==> src/rtl/ddr_pd_pkg.sv <==
// Shared types and command codes for the DDR2 power-down controller.
// Assumes the command decoder upstream produces the 4-bit codes below.
package ddr_pd_pkg;

    typedef enum logic [1:0] {
        PD_AWAKE = 2'b00,
        PD_PRE   = 2'b01,
        PD_ACT   = 2'b10
    } pd_mode_e;

    localparam int CMD_W = 4;

    localparam logic [CMD_W-1:0] CMD_NOP   = 4'h0;
    localparam logic [CMD_W-1:0] CMD_DESEL = 4'h1;
    localparam logic [CMD_W-1:0] CMD_MRS   = 4'h2;
    localparam logic [CMD_W-1:0] CMD_EMRS  = 4'h3;
    localparam logic [CMD_W-1:0] CMD_ACT   = 4'h4;
    localparam logic [CMD_W-1:0] CMD_PRE   = 4'h5;
    localparam logic [CMD_W-1:0] CMD_PREA  = 4'h6;
    localparam logic [CMD_W-1:0] CMD_REF   = 4'h7;
    localparam logic [CMD_W-1:0] CMD_RD    = 4'h8;
    localparam logic [CMD_W-1:0] CMD_WR    = 4'h9;
    localparam logic [CMD_W-1:0] CMD_RDA   = 4'hA;
    localparam logic [CMD_W-1:0] CMD_WRA   = 4'hB;

endpackage

==> src/rtl/ddr_pd_guard.sv <==
// Entry guard: decides whether a low clock-enable may start power-down.
// It holds a countdown after mode-register commands and flags illegal
// drops of clock-enable while awake.
// Assumes cmd is valid on every edge; burst_busy covers all burst data.
module ddr_pd_guard
    import ddr_pd_pkg::*;
#(
    parameter int MRD_CYC = 2
) (
    input  logic             clk,
    input  logic             rst_n,
    input  logic             cke,
    input  logic [CMD_W-1:0] cmd,
    input  logic             burst_busy,
    input  logic             awake,
    output logic             entry_ok,
    output logic             entry_err
);
    localparam int MRD_W = $clog2(MRD_CYC + 1);
    localparam logic [MRD_W-1:0] MRD_LOAD = MRD_W'(MRD_CYC);

    logic [MRD_W-1:0] mrd_cnt;
    logic             is_mode_cmd;
    logic             is_quiet_cmd;
    logic             blocked;

    // Classify the command on the bus.
    always_comb begin
        is_mode_cmd  = (cmd == CMD_MRS) || (cmd == CMD_EMRS);
        is_quiet_cmd = (cmd == CMD_NOP) || (cmd == CMD_DESEL);
        blocked      = burst_busy || (mrd_cnt != '0);
        entry_ok     = is_quiet_cmd && !blocked;
    end

    // Count down the mode-register command time.
    always_ff @(posedge clk) begin
        if (!rst_n) begin
            mrd_cnt <= '0;
        end else if (is_mode_cmd) begin
            mrd_cnt <= MRD_LOAD;
        end else if (mrd_cnt != '0) begin
            mrd_cnt <= mrd_cnt - 1'b1;
        end
    end

    // Flag a low clock-enable that arrives while entry is not legal.
    always_ff @(posedge clk) begin
        if (!rst_n) begin
            entry_err <= 1'b0;
        end else begin
            entry_err <= awake && !cke && !entry_ok;
        end
    end


    mode_cmd_blocks_chk: assert property (@(posedge clk) disable iff (!rst_n)
        is_mode_cmd |=> !entry_ok);


    busy_drop_err_chk: assert property (@(posedge clk) disable iff (!rst_n)
        (awake && !cke && burst_busy) |=> entry_err);

endmodule

==> src/rtl/ddr_pd_fsm.sv <==
// Power-down mode state machine. It moves between awake, precharge
// power-down and active power-down. At entry it latches the exit speed and
// derives the DLL hold state. Assumes entry_ok comes from the entry guard.
module ddr_pd_fsm
    import ddr_pd_pkg::*;
(
    input  logic     clk,
    input  logic     rst_n,
    input  logic     cke,
    input  logic     entry_ok,
    input  logic     all_idle,
    input  logic     fast_exit,
    output pd_mode_e mode,
    output logic     dll_on
);
    pd_mode_e state_q;
    pd_mode_e state_d;
    logic     fast_q;

    // Next-state choice from clock-enable and the guard verdict.
    always_comb begin
        state_d = state_q;
        unique case (state_q)
            PD_AWAKE: if (!cke && entry_ok) state_d = all_idle ? PD_PRE : PD_ACT;
            PD_PRE,
            PD_ACT:   if (cke) state_d = PD_AWAKE;
            default:  state_d = PD_AWAKE;
        endcase
    end

    // State register.
    always_ff @(posedge clk) begin
        if (!rst_n) state_q <= PD_AWAKE;
        else        state_q <= state_d;
    end

    // Capture the exit speed on the entry edge only.
    always_ff @(posedge clk) begin
        if (!rst_n) begin
            fast_q <= 1'b0;
        end else if (state_q == PD_AWAKE && state_d != PD_AWAKE) begin
            fast_q <= fast_exit;
        end
    end

    // DLL stays running when awake or in fast-exit active power-down.
    always_comb begin
        mode   = state_q;
        dll_on = (state_q == PD_AWAKE) || (state_q == PD_ACT && fast_q);
    end


    entry_needs_low_cke_chk: assert property (@(posedge clk) disable iff (!rst_n)
        ($past(state_q) == PD_AWAKE && state_q != PD_AWAKE) |-> !$past(cke));


    exit_on_high_cke_chk: assert property (@(posedge clk) disable iff (!rst_n)
        (state_q != PD_AWAKE && cke) |=> state_q == PD_AWAKE);


    pd_holds_chk: assert property (@(posedge clk) disable iff (!rst_n)
        (state_q != PD_AWAKE && !cke) |=> $stable(state_q));

endmodule

==> src/rtl/ddr_pd_freq.sv <==
// Frequency-change permit: counts edges spent in power-down since entry.
// It allows a clock change only in precharge power-down with termination
// off and clock-enable low. Assumes mode comes from the state machine.
module ddr_pd_freq
    import ddr_pd_pkg::*;
#(
    parameter int FREQ_WAIT = 2
) (
    input  logic     clk,
    input  logic     rst_n,
    input  pd_mode_e mode,
    input  logic     cke,
    input  logic     odt,
    output logic     freq_ok
);
    localparam int WAIT_W = $clog2(FREQ_WAIT + 1);
    localparam logic [WAIT_W-1:0] WAIT_MAX = WAIT_W'(FREQ_WAIT);

    logic [WAIT_W-1:0] low_cnt;

    // Saturating count of edges in power-down; cleared while awake.
    always_ff @(posedge clk) begin
        if (!rst_n || mode == PD_AWAKE) begin
            low_cnt <= '0;
        end else if (low_cnt != WAIT_MAX) begin
            low_cnt <= low_cnt + 1'b1;
        end
    end

    // Permit only after the wait, in precharge power-down, quiet pins.
    always_comb begin
        freq_ok = (mode == PD_PRE) && (low_cnt == WAIT_MAX) && !odt && !cke;
    end


    freq_conditions_chk: assert property (@(posedge clk) disable iff (!rst_n)
        freq_ok |-> (mode == PD_PRE && !odt && !cke));

endmodule

==> src/rtl/ddr_pd_ctrl.sv <==
// Top of the DDR2 power-down mode controller. It ties the entry guard, the
// mode state machine and the frequency-change permit together.
// Assumes cke is the already-registered clock-enable level.
module ddr_pd_ctrl
    import ddr_pd_pkg::*;
#(
    parameter int MRD_CYC   = 2,
    parameter int FREQ_WAIT = 2
) (
    input  logic       clk,
    input  logic       rst_n,
    input  logic       cke,
    input  logic [3:0] cmd,
    input  logic       all_idle,
    input  logic       burst_busy,
    input  logic       odt,
    input  logic       fast_exit,
    output logic [1:0] pd_mode,
    output logic       dll_on,
    output logic       freq_ok,
    output logic       entry_err
);
    pd_mode_e mode;
    logic     entry_ok;
    logic     awake;

    // Awake indication for the guard.
    always_comb begin
        awake   = (mode == PD_AWAKE);
        pd_mode = mode;
    end

    ddr_pd_guard #(.MRD_CYC(MRD_CYC)) u_guard (
        .clk        (clk),
        .rst_n      (rst_n),
        .cke        (cke),
        .cmd        (cmd),
        .burst_busy (burst_busy),
        .awake      (awake),
        .entry_ok   (entry_ok),
        .entry_err  (entry_err)
    );

    ddr_pd_fsm u_fsm (
        .clk       (clk),
        .rst_n     (rst_n),
        .cke       (cke),
        .entry_ok  (entry_ok),
        .all_idle  (all_idle),
        .fast_exit (fast_exit),
        .mode      (mode),
        .dll_on    (dll_on)
    );

    ddr_pd_freq #(.FREQ_WAIT(FREQ_WAIT)) u_freq (
        .clk     (clk),
        .rst_n   (rst_n),
        .mode    (mode),
        .cke     (cke),
        .odt     (odt),
        .freq_ok (freq_ok)
    );


    err_keeps_awake_chk: assert property (@(posedge clk) disable iff (!rst_n)
        entry_err |-> pd_mode == 2'b00);


    pre_pd_dll_off_chk: assert property (@(posedge clk) disable iff (!rst_n)
        pd_mode == 2'b01 |-> !dll_on);

endmodule

==> config.mk <==
export PLATFORM = sky130hd
export DESIGN_NAME = ddr_pd_ctrl
export DESIGN_NICKNAME = d
export VERILOG_FILES = /design/src/rtl/ddr_pd_pkg.sv /design/src/rtl/ddr_pd_guard.sv /design/src/rtl/ddr_pd_fsm.sv /design/src/rtl/ddr_pd_freq.sv /design/src/rtl/ddr_pd_ctrl.sv
export SDC_FILE = /design/constraint.sdc
export NUM_CORES = 1
export LEC_CHECK = 0
export BUFFER_PORTS_ARGS = -buffer_cell sky130_fd_sc_hd__buf_2
export CORE_UTILIZATION = 30
export DETAILED_ROUTE_END_ITERATION = 8
export GPL_TIMING_DRIVEN = 0
export SLEW_MARGIN = 10
export SYNTH_ARGS = -nofsm -noshare
export SYNTH_HDL_FRONTEND = slang
export SYNTH_SLANG_ARGS = --single-unit
==> constraint.sdc <==
create_clock -name clk -period 1.66 [get_ports clk]
set_clock_uncertainty 0.1 [all_clocks]
set_input_delay 0.166 -clock clk [delete_from_list [all_inputs] [get_ports clk]]
set_output_delay 0.166 -clock clk [all_outputs]
set_load 0.01 [all_outputs]
==> results of run 1 <==
-- per-stage QoR --
stage / instances / power (uW)
5_1_grt: 88 / 418
6_report: 88 / 397
3_3_place_gp: 85 / 250
4_1_cts: 88 / 403
3_5_place_dp: 85 / 251
2_1_floorplan: 55 / 227
-- worst paths after layout --
check                           slack, ns                             from  cells past startpoint                         endpoint
worst min register to register       0.38  u_guard.mrd_cnt[0]$_SDFFE_PP0P_                      1  u_guard.mrd_cnt[0]$_SDFFE_PP0P_
worst max register to register       0.24  u_guard.mrd_cnt[1]$_SDFFE_PN0P_                      3        u_fsm.fast_q$_SDFFE_PN0P_
worst min-delay path                 0.03                              cke                      2     u_guard.entry_err$_SDFF_PN0_
worst max-delay path                 0.15         u_fsm.mode[0]$_SDFF_PN0_                      4                           dll_on
-- cells by family after synthesis --
kind of cell,count (synthesis)
AOI/OAI and AO/OA,8
and+or+nand+nor,30
DFF,8
xor gates and xnor gates,1
buffers and inverters,3
adders and majority gates,5
-- state kept, by name (all words and copies together) (netlist names) --
| name | flops |
|---|---|
| u_guard.mrd_cnt | 2 |
| u_fsm.mode | 2 |
| u_fsm.fast_q | 1 |
| u_guard.entry_err | 1 |
| u_freq.low_cnt | 2 |
-- report_power, final --
part | internal, uW | total, uW | switching [uW]
logic | 21.6 | 46.8 | 25.2
registers | 197 | 200 | 3.23
clock network | 82.8 | 150 | 67.6
-- metal layers --
layer / vias to the layer above / GRT usage [%] / wire length, um
met5: - / 0 / 0
met4: 0 / 5.63 / 0
met3: 0 / 3.88 / 61
met2: 16 / 17.8 / 414
met1: 205 / 18.6 / 520
li1: 239 / - / -
-- repair_timing --
action / CTS / global route
endpoints found under the setup margin: 1 / 1
gates resized for setup: 1 / 2
setup buffers: 0 / 0
-- layout make-up --
type,instances,area [um^2]
clock buffer,3,22.5
fill,148,902
inverter,3,11.3
multi-input combinational,44,318
sequential,8,163
tap,16,20.0
timing repair buffer,14,70.1
-- synth_stat cells --
cell type	count
a211oi_1	2
a21o_1	1
a21oi_1	1
a22oi_1	1
and2_1	2
dfxtp_1	8
ha_1	5
inv_1	3
nand2_1	4
nand2b_1	1
nand3_1	2
nand3b_1	2
nand4_1	4
nor2_1	5
nor2b_1	4
nor3_1	1
nor4_1	1
nor4bb_1	2
o2111ai_1	2
o2111ai_2	1
or3_1	1
or4_4	1
xor2_1	1
==> impl_results.md, run 1 <==
- Drt wl/cell: roughly 11 um
- Post-synthesis sequential area ratio: approximately a third
- First-pass GRT wire length: 1770 um
- Sink Count: 8
- Peak Freq: roughly 660 MHz
- Pwr dens: 657 mW/mm^2
- Slew of the pin with the lowest slew margin: between 0.6 and 0.7 ns
- Largest family of logic cells by synthesized area: simple AND/OR/NAND/NOR gates
- Fin crit period: around 1.5 ns
- Post-DRT Antenna Nets: 0
- Hold-fix buffers, CTS: 0
- WP data arrival: about 1.3 ns
- Placed inst area: between 500 and 600 um^2
- Cell taking the most area after synthesis: dfxtp_1
- Clk_lat worst skew: approximately 0.26 ns
- Post-synth cell types: 23
- Mapped cell area: 487 um^2
- H-tree depth: 1
- Hold Path Class: primary input to register
- Die H: about 42 um
- Post-synthesis compound-gate area fraction: 13.9%
- GRT Resource Usage Total: a little over an eighth
- # rows: 14
- Area share of the largest cell type after synthesis: between 30% and 40%
- Die Wd: around 42 um
- # port buffers: 14
- Drt total wl: about 1000 um
- DP HPWL: between 700 and 800 um
- Final hold vios: 0
- CP startpoint kind: register
- Max Cap Viol: 0
- Via count: 460
- Largest net degree at the start of global routing: 10
- Vias in the first global route: slightly above 400
- RSZ-0062 raised after global routing: false
- Final Max Tran Viols: 0
- Flops & latches, synth: 8
- CTS Buf Count: 3
- Setup Slack @ Placement: 0.220 ns
- Crit. End Element: output pin
- Design Area, Final: just over 600 um^2
- Number of vias per cell: roughly 5.2
- Slowest CP cell: dfxtp_2
- Commonest non-fill, non-tap cell in the layout: buf_2
- Clock Path Buffers: 2
- 1st-pass router iterations: 4
- CP max FO: 8
- Inserted Diodes: 0
- Commonest cells after routing, fill and taps aside: buf_2 (14), dfxtp_1 (6), nor2_1 (5)
- Buffers & Inverters on Critical Path: 2
- Cell Chain, Critical Path: inv_1 > ha_2 > a21o_1 > buf_2
- Initial antenna violation count: 0
- Starting Density: approximately a third
- Worst VDD drop: 0.258 mV
- Share of layout cells above drive strength 1: between 30% and 40%
- Post-Synth Simple-Gate Area: between 30% and 40%
- CORE AREA: ~0.0015 mm^2
- Layout area overhead: 24.2%
- Crit path required time: around 1.4 ns
- Hold WS: 0.0332 ns
- Final worst slack: 0.145 ns
- Worst setup path category: register to output pin
- Synthesized net count: 71
- Mean post-synth cell area: 8.85 um^2
- Largest cells by area after synthesis: dfxtp_1 (33%), ha_1 (13%), nand4_1 (5.1%)
- YS warnings: 0
- Total gr overflow: 0
- Syn Inst Count: 55
- Root Buffer: clkbuf_4
- Pleak: roughly 0.00026 uW
- Synth Area in Adders: between 10 and 15%
- Synth Area in XOR/XNOR: 1.80%
- Nets: 90
- Post-route setup TNS: 0 ns
- CTS clock-pin slew for the worst setup and hold paths: approximately 0.060 ns
- DRC: 0
- CTS tree: done
- # IOs: 16
- Relative slew slack: between 50% and 60%
- Count of final setup violators: 0
- Top delay family on crit path: flip-flops
- Routability cong.: ~0.8
- DR iter-0 viols: 15
- Status: complete, no violations
- Die Footprint: about 0.0018 mm^2
- Mux contribution to synthesized area: 0%
- Tcrit/Tclk final: approximately 91%
- Critical Path Max Stage Delay: 0.39 ns
- Final core occ: about two fifths
No activity file was read; power rests on OpenSTA's default activity.
==> inputs of run 2 (changes only) <==
- BUFFER_PORTS_ARGS: -buffer_cell sky130_fd_sc_hd__buf_2 -> unset
- DONT_BUFFER_PORTS: unset -> 1
==> run 2 against run 1 <==
Net effect: power fell by 4.1%; wire length rose by 4.2%; clock-buffer cell count did not move; sequential share of layout area rose by 1.2 points; via count fell by 4.3%; clock power fell by 3%; non-clock buffer count fell by 10; critical endpoint unchanged; highest routed layer is now met4.
==> impl_results.md, run 2 (synthesis gave the netlist of run 1 again) <==
- Status: complete, no violations
- DRC: 0
- Pwr dens: between 600 and 700 mW/mm^2
- GRT Resource Usage Total: ~13%
- Layout area overhead: 18.8%
- CORE AREA: 0.00151 mm^2
- Drt total wl: 1040 um
- Initial antenna violation count: 0
- Die Footprint: about 0.0018 mm^2
- Inserted Diodes: 0
- WL met3: 62 um
- Worst hold start: cke
- Count of final setup violators: 0
- Crit path required time: ~1.4 ns
- 1st-pass router iterations: 4
- Largest net degree at the start of global routing: 9
- Slew of the pin with the lowest slew margin: around 0.65 ns
- Routability cong.: between 0.8 and 0.9
- Via count: 440
- DR iter-0 viols: 20
- Final Max Tran Viols: 0
- Total gr overflow: 0
- Relative slew slack: approximately 56%
- Max Used Layer: met4
- Clock Path Buffers: 2
- CTS Buf Count: 3
- Placed inst area: 507 um^2
- Post-route setup TNS: 0 ns
- # rows: 14
- Die H: between 40 and 50 um
- DP HPWL: roughly 740 um
- Peak Freq: about 650 MHz
- Worst setup path category: register to output pin
- Starting Density: 32.3%
- Die Wd: 42.3 um
- Share of layout cells above drive strength 1: between 10% and 20%
- Number of vias per cell: about 5.6
- Met2 routed WL: approximately 430 um
- Crit. End Element: output pin
- Commonest non-fill, non-tap cell in the layout: dfxtp_1
- Total Power: 381 uW
- Drt wl/cell: 13.3 um
- Fillers: approximately 160
- Commonest cells after routing, fill and taps aside: dfxtp_1 (6), nor2_1 (5), ha_1 (5)
- Worst r2r src: u_guard.mrd_cnt[1]$_SDFFE_PN0P_
- H-tree depth: 1
- # port buffers: 0
- First-pass GRT wire length: ~1700 um
- Sink Count: 8
- CP startpoint kind: register
- Post-DRT Antenna Nets: 0
- RSZ-0062 raised after global routing: false
- CP max FO: 8
- Tcrit/Tclk final: 92.5%
- Post CTS Setup Buffer Count: 0
- Nets: 80
- Hold Path Class: primary input to register
- Final hold vios: 0
- Pleak: between 0.0002 and 0.00025 uW
- Root Buffer: clkbuf_4
- Worst setup startpoint: u_fsm.mode[0]$_SDFF_PN0_
- Vias in the first global route: roughly 430
- # IOs: 16
- Worst VDD drop: roughly 0.22 mV
- Fin crit period: 1.54 ns
- CTS tree: done
- M1 WL: 517 um
- Max Cap Viol: 0
- Design Area, Final: 578 um^2
- WP data arrival: 1.27 ns
- CTS clock-pin slew for the worst setup and hold paths: ~0.050 ns
- Clk_lat worst skew: approximately 0.25 ns
## run 2: area by class of cell
cell class	count	area [um^2]	area share, %
flip-flops and latches	8	163	28.1
inverters	3	11.3	1.95
multi-input cells	44	322	55.6
well taps	16	20.0	3.46
repair buffers	4	40.0	6.93
clock buffers	3	22.5	3.90
## run 2: worst paths after layout
kind | end | slack (ns) | cells after the start
worst min-delay path | u_fsm.mode[0]$_SDFF_PN0_ | 0.01 | 3
worst max register to register | u_guard.mrd_cnt[0]$_SDFFE_PP0P_ | 0.17 | 3
worst max-delay path | dll_on | 0.12 | 3
worst min register to register | u_freq.low_cnt[1]$_SDFFE_PP0P_ | 0.40 | 2
## run 2: per-stage QoR
stage / setup slack, ns / cells / util, % / hold slack (ns)
4_1_cts: 0.00695 / 78 / 38.3 / 0.0110
5_1_grt: 0.0374 / 78 / 38.4 / 0.0356
2_1_floorplan: 0.306 / 55 / - / 0.139
6_report: 0.124 / 78 / 38.4 / 0.0141
3_3_place_gp: 0.175 / 71 / 33.6 / 0.145
3_5_place_dp: 0.132 / 71 / 33.6 / 0.147
## run 2: worst max-delay path, cell delays in order, from the launching register on
cell and delay (ns):
dfxtp_2 0.42, inv_1 0.09, ha_1 0.29, a21o_1 0.22
## run 2: timing repair
| action | 4_1_cts | 5_1_grt |
|---|---|---|
| endpoints found under the hold margin | 5 | 0 |
| gates resized for setup | 2 | 1 |
| setup endpoints to repair | 2 | 5 |
| hold buffers | 4 | 0 |
| gates cloned | 0 | 0 |
## run 2: routing by layer
layer | track usage, % | vias to the layer above
li1 | - | 220
met1 | 17.6 | 193
met2 | 16.6 | 21
met3 | 3.88 | 6
met4 | 8.13 | 0
met5 | 0 | -
## run 2: report_power, final
part / leakage [uW] / internal (uW) / switching, uW
Combinational: 0.000137 / 17.8 / 16.4
Sequential: 0.0000659 / 197 / 4.79
Clock: 0.0000138 / 82.5 / 62.7
==> inputs of run 3 (changes only) <==
- HOLD_SLACK_MARGIN: unset -> 0.12
==> run 3 against run 2 <==
Net effect: utilization rose by 3.3 points; final cell count rose by 6.4%; critical path depth rose by 2; sequential cell count did not move; maximum frequency fell by 1.6%; wire length rose by 6.4%; critical endpoint is now u_guard.mrd_cnt[1]$_SDFFE_PN0P_; largest cell class unchanged; largest power group unchanged; highest routed layer unchanged.
==> impl_results.md, run 3 (synthesis gave the netlist of run 1 again) <==
- Status: complete, no violations
- Final Max Tran Viols: 0
- Crit path required time: ~1.8 ns
- Root Buffer: clkbuf_4
- Pleak: between 0.0002 and 0.00025 uW
- Worst setup startpoint: cmd[3]
- CTS Buf Count: 3
- Post-DRT Antenna Nets: 0
- Starting Density: 32.3%
- Final hold vios: 0
- Count of final setup violators: 0
- Peak Freq: approximately 640 MHz
- CORE AREA: 0.00151 mm^2
- CP max FO: 3
- DP HPWL: about 740 um
- Initial antenna violation count: 0
- Reg2Reg Setup Slack: roughly 0.20 ns
- Nets: 85
- Die Wd: about 42 um
- RSZ-0062 raised after global routing: false
- Clock Path Buffers: 2
- Tcrit/Tclk final: a little over nine tenths
- CTS tree: done
- WP data arrival: 1.66 ns
- Worst Reg-to-Reg Cells: 5
- Largest net degree at the start of global routing: 9
- Die H: between 40 and 50 um
- Layout area overhead: 29.0%
- Fin crit period: between 1.5 and 2 ns
- Total Power: between 300 and 400 uW
- Final worst slack: roughly 0.099 ns
- Total gr overflow: 0
- Relative slew slack: 55.8%
- Post-route setup TNS: 0 ns
- Number of vias per cell: 5.53
- Routability cong.: 0.827
- Critical Path Sink: u_guard.mrd_cnt[1]$_SDFFE_PN0P_
- Die Footprint: roughly 0.0018 mm^2
- Clk_lat worst skew: roughly 0.25 ns
- Worst setup path category: primary input to register
- Commonest non-fill, non-tap cell in the layout: dlygate4sd3_1
- H-tree depth: 1
- Placed inst area: between 500 and 600 um^2
- DR iter-0 viols: 16
- Inserted Diodes: 0
- Hold Path Class: primary input to register
- # IOs: 16
- # port buffers: 0
- Pwr dens: approximately 630 mW/mm^2
- Worst r2r src: u_fsm.mode[0]$_SDFF_PN0_
- Commonest cells after routing, fill and taps aside: dlygate4sd3_1 (9), dfxtp_1 (6), nor2_1 (5), ha_1 (5)
- R2r endpoint: u_fsm.fast_q$_SDFFE_PN0P_
- GRT Resource Usage Total: between 10% and 20%
- Worst VDD drop: around 0.19 mV
- Vias in the first global route: roughly 450
- CP startpoint kind: primary input
- Share of layout cells above drive strength 1: roughly an eighth
- CTS clock-pin slew for the worst setup and hold paths: 0.05 ns
- # rows: 14
- Crit. End Element: register
- Setup Slack @ Placement: approximately 0.13 ns
- Sink Count: 8
- Via count: 459
- Hold WS: between 0.1 and 0.15 ns
- First-pass GRT wire length: 1890 um
- Slew of the pin with the lowest slew margin: between 0.6 and 0.7 ns
- 1st-pass router iterations: 4
- Drt total wl: approximately 1100 um
- Design Area, Final: between 600 and 700 um^2
- DRC: 0
- Drt wl/cell: approximately 13 um
- Max Cap Viol: 0
- Worst hold start: fast_exit
## run 3: how the worst min path moves through the flow
| stage | end | slack (ns) | cells past startpoint |
|---|---|---|---|
| detailed placement | u_guard.entry_err$_SDFF_PN0_ | 0.15 | 1 |
| CTS | u_fsm.fast_q$_SDFFE_PN0P_ | 0.14 | 3 |
| global placement | u_guard.entry_err$_SDFF_PN0_ | 0.14 | 1 |
| finish | u_fsm.fast_q$_SDFFE_PN0P_ | 0.15 | 3 |
| global route | u_fsm.fast_q$_SDFFE_PN0P_ | 0.18 | 3 |
| floorplan | u_guard.entry_err$_SDFF_PN0_ | 0.14 | 1 |
## run 3: stage by stage
stage	util, %	instances
floorplan	-	55
global placement	33.6	71
detailed placement	33.6	71
CTS	41.6	83
global route	41.7	83
finish	41.7	83
## run 3: metal layers
metal | vias up | global-route usage, % | wire length, um
met5 | - | 0 | 0
met4 | 0 | 3.75 | 11
met3 | 2 | 4.31 | 73
met2 | 25 | 20.9 | 497
met1 | 201 | 18.6 | 523
li1 | 231 | - | -
## run 3: critical path, stage by stage
cell	delay (ns)
dlygate4sd3_1	0.56
nor2_1	0.19
a22oi_1	0.10
nor2b_1	0.10
dlygate4sd3_1	0.54
## run 3: what timing repair did
item                                   4_1_cts  5_1_grt
resized for setup                            2        1
setup buffers                                0        0
endpoints found under the hold margin        8        0
hold buffers                                 9        0
setup endpoints to repair                    2        5
## run 3: layout make-up
type,instances,area (um^2)
Clock buffer,3,22.5
Fill cell,154,878
Inverter,3,11.3
Multi-Input combinational cell,44,322
Sequential cell,8,163
Tap cell,16,20.0
Timing Repair Buffer,9,90.1
## run 3: power breakdown
part | leakage (uW) | internal [uW] | switching, uW
clock | 0.0000138 | 82.6 | 63.5
sequential | 0.0000659 | 197 | 4.78
combinational | 0.000160 | 24.8 | 21.5
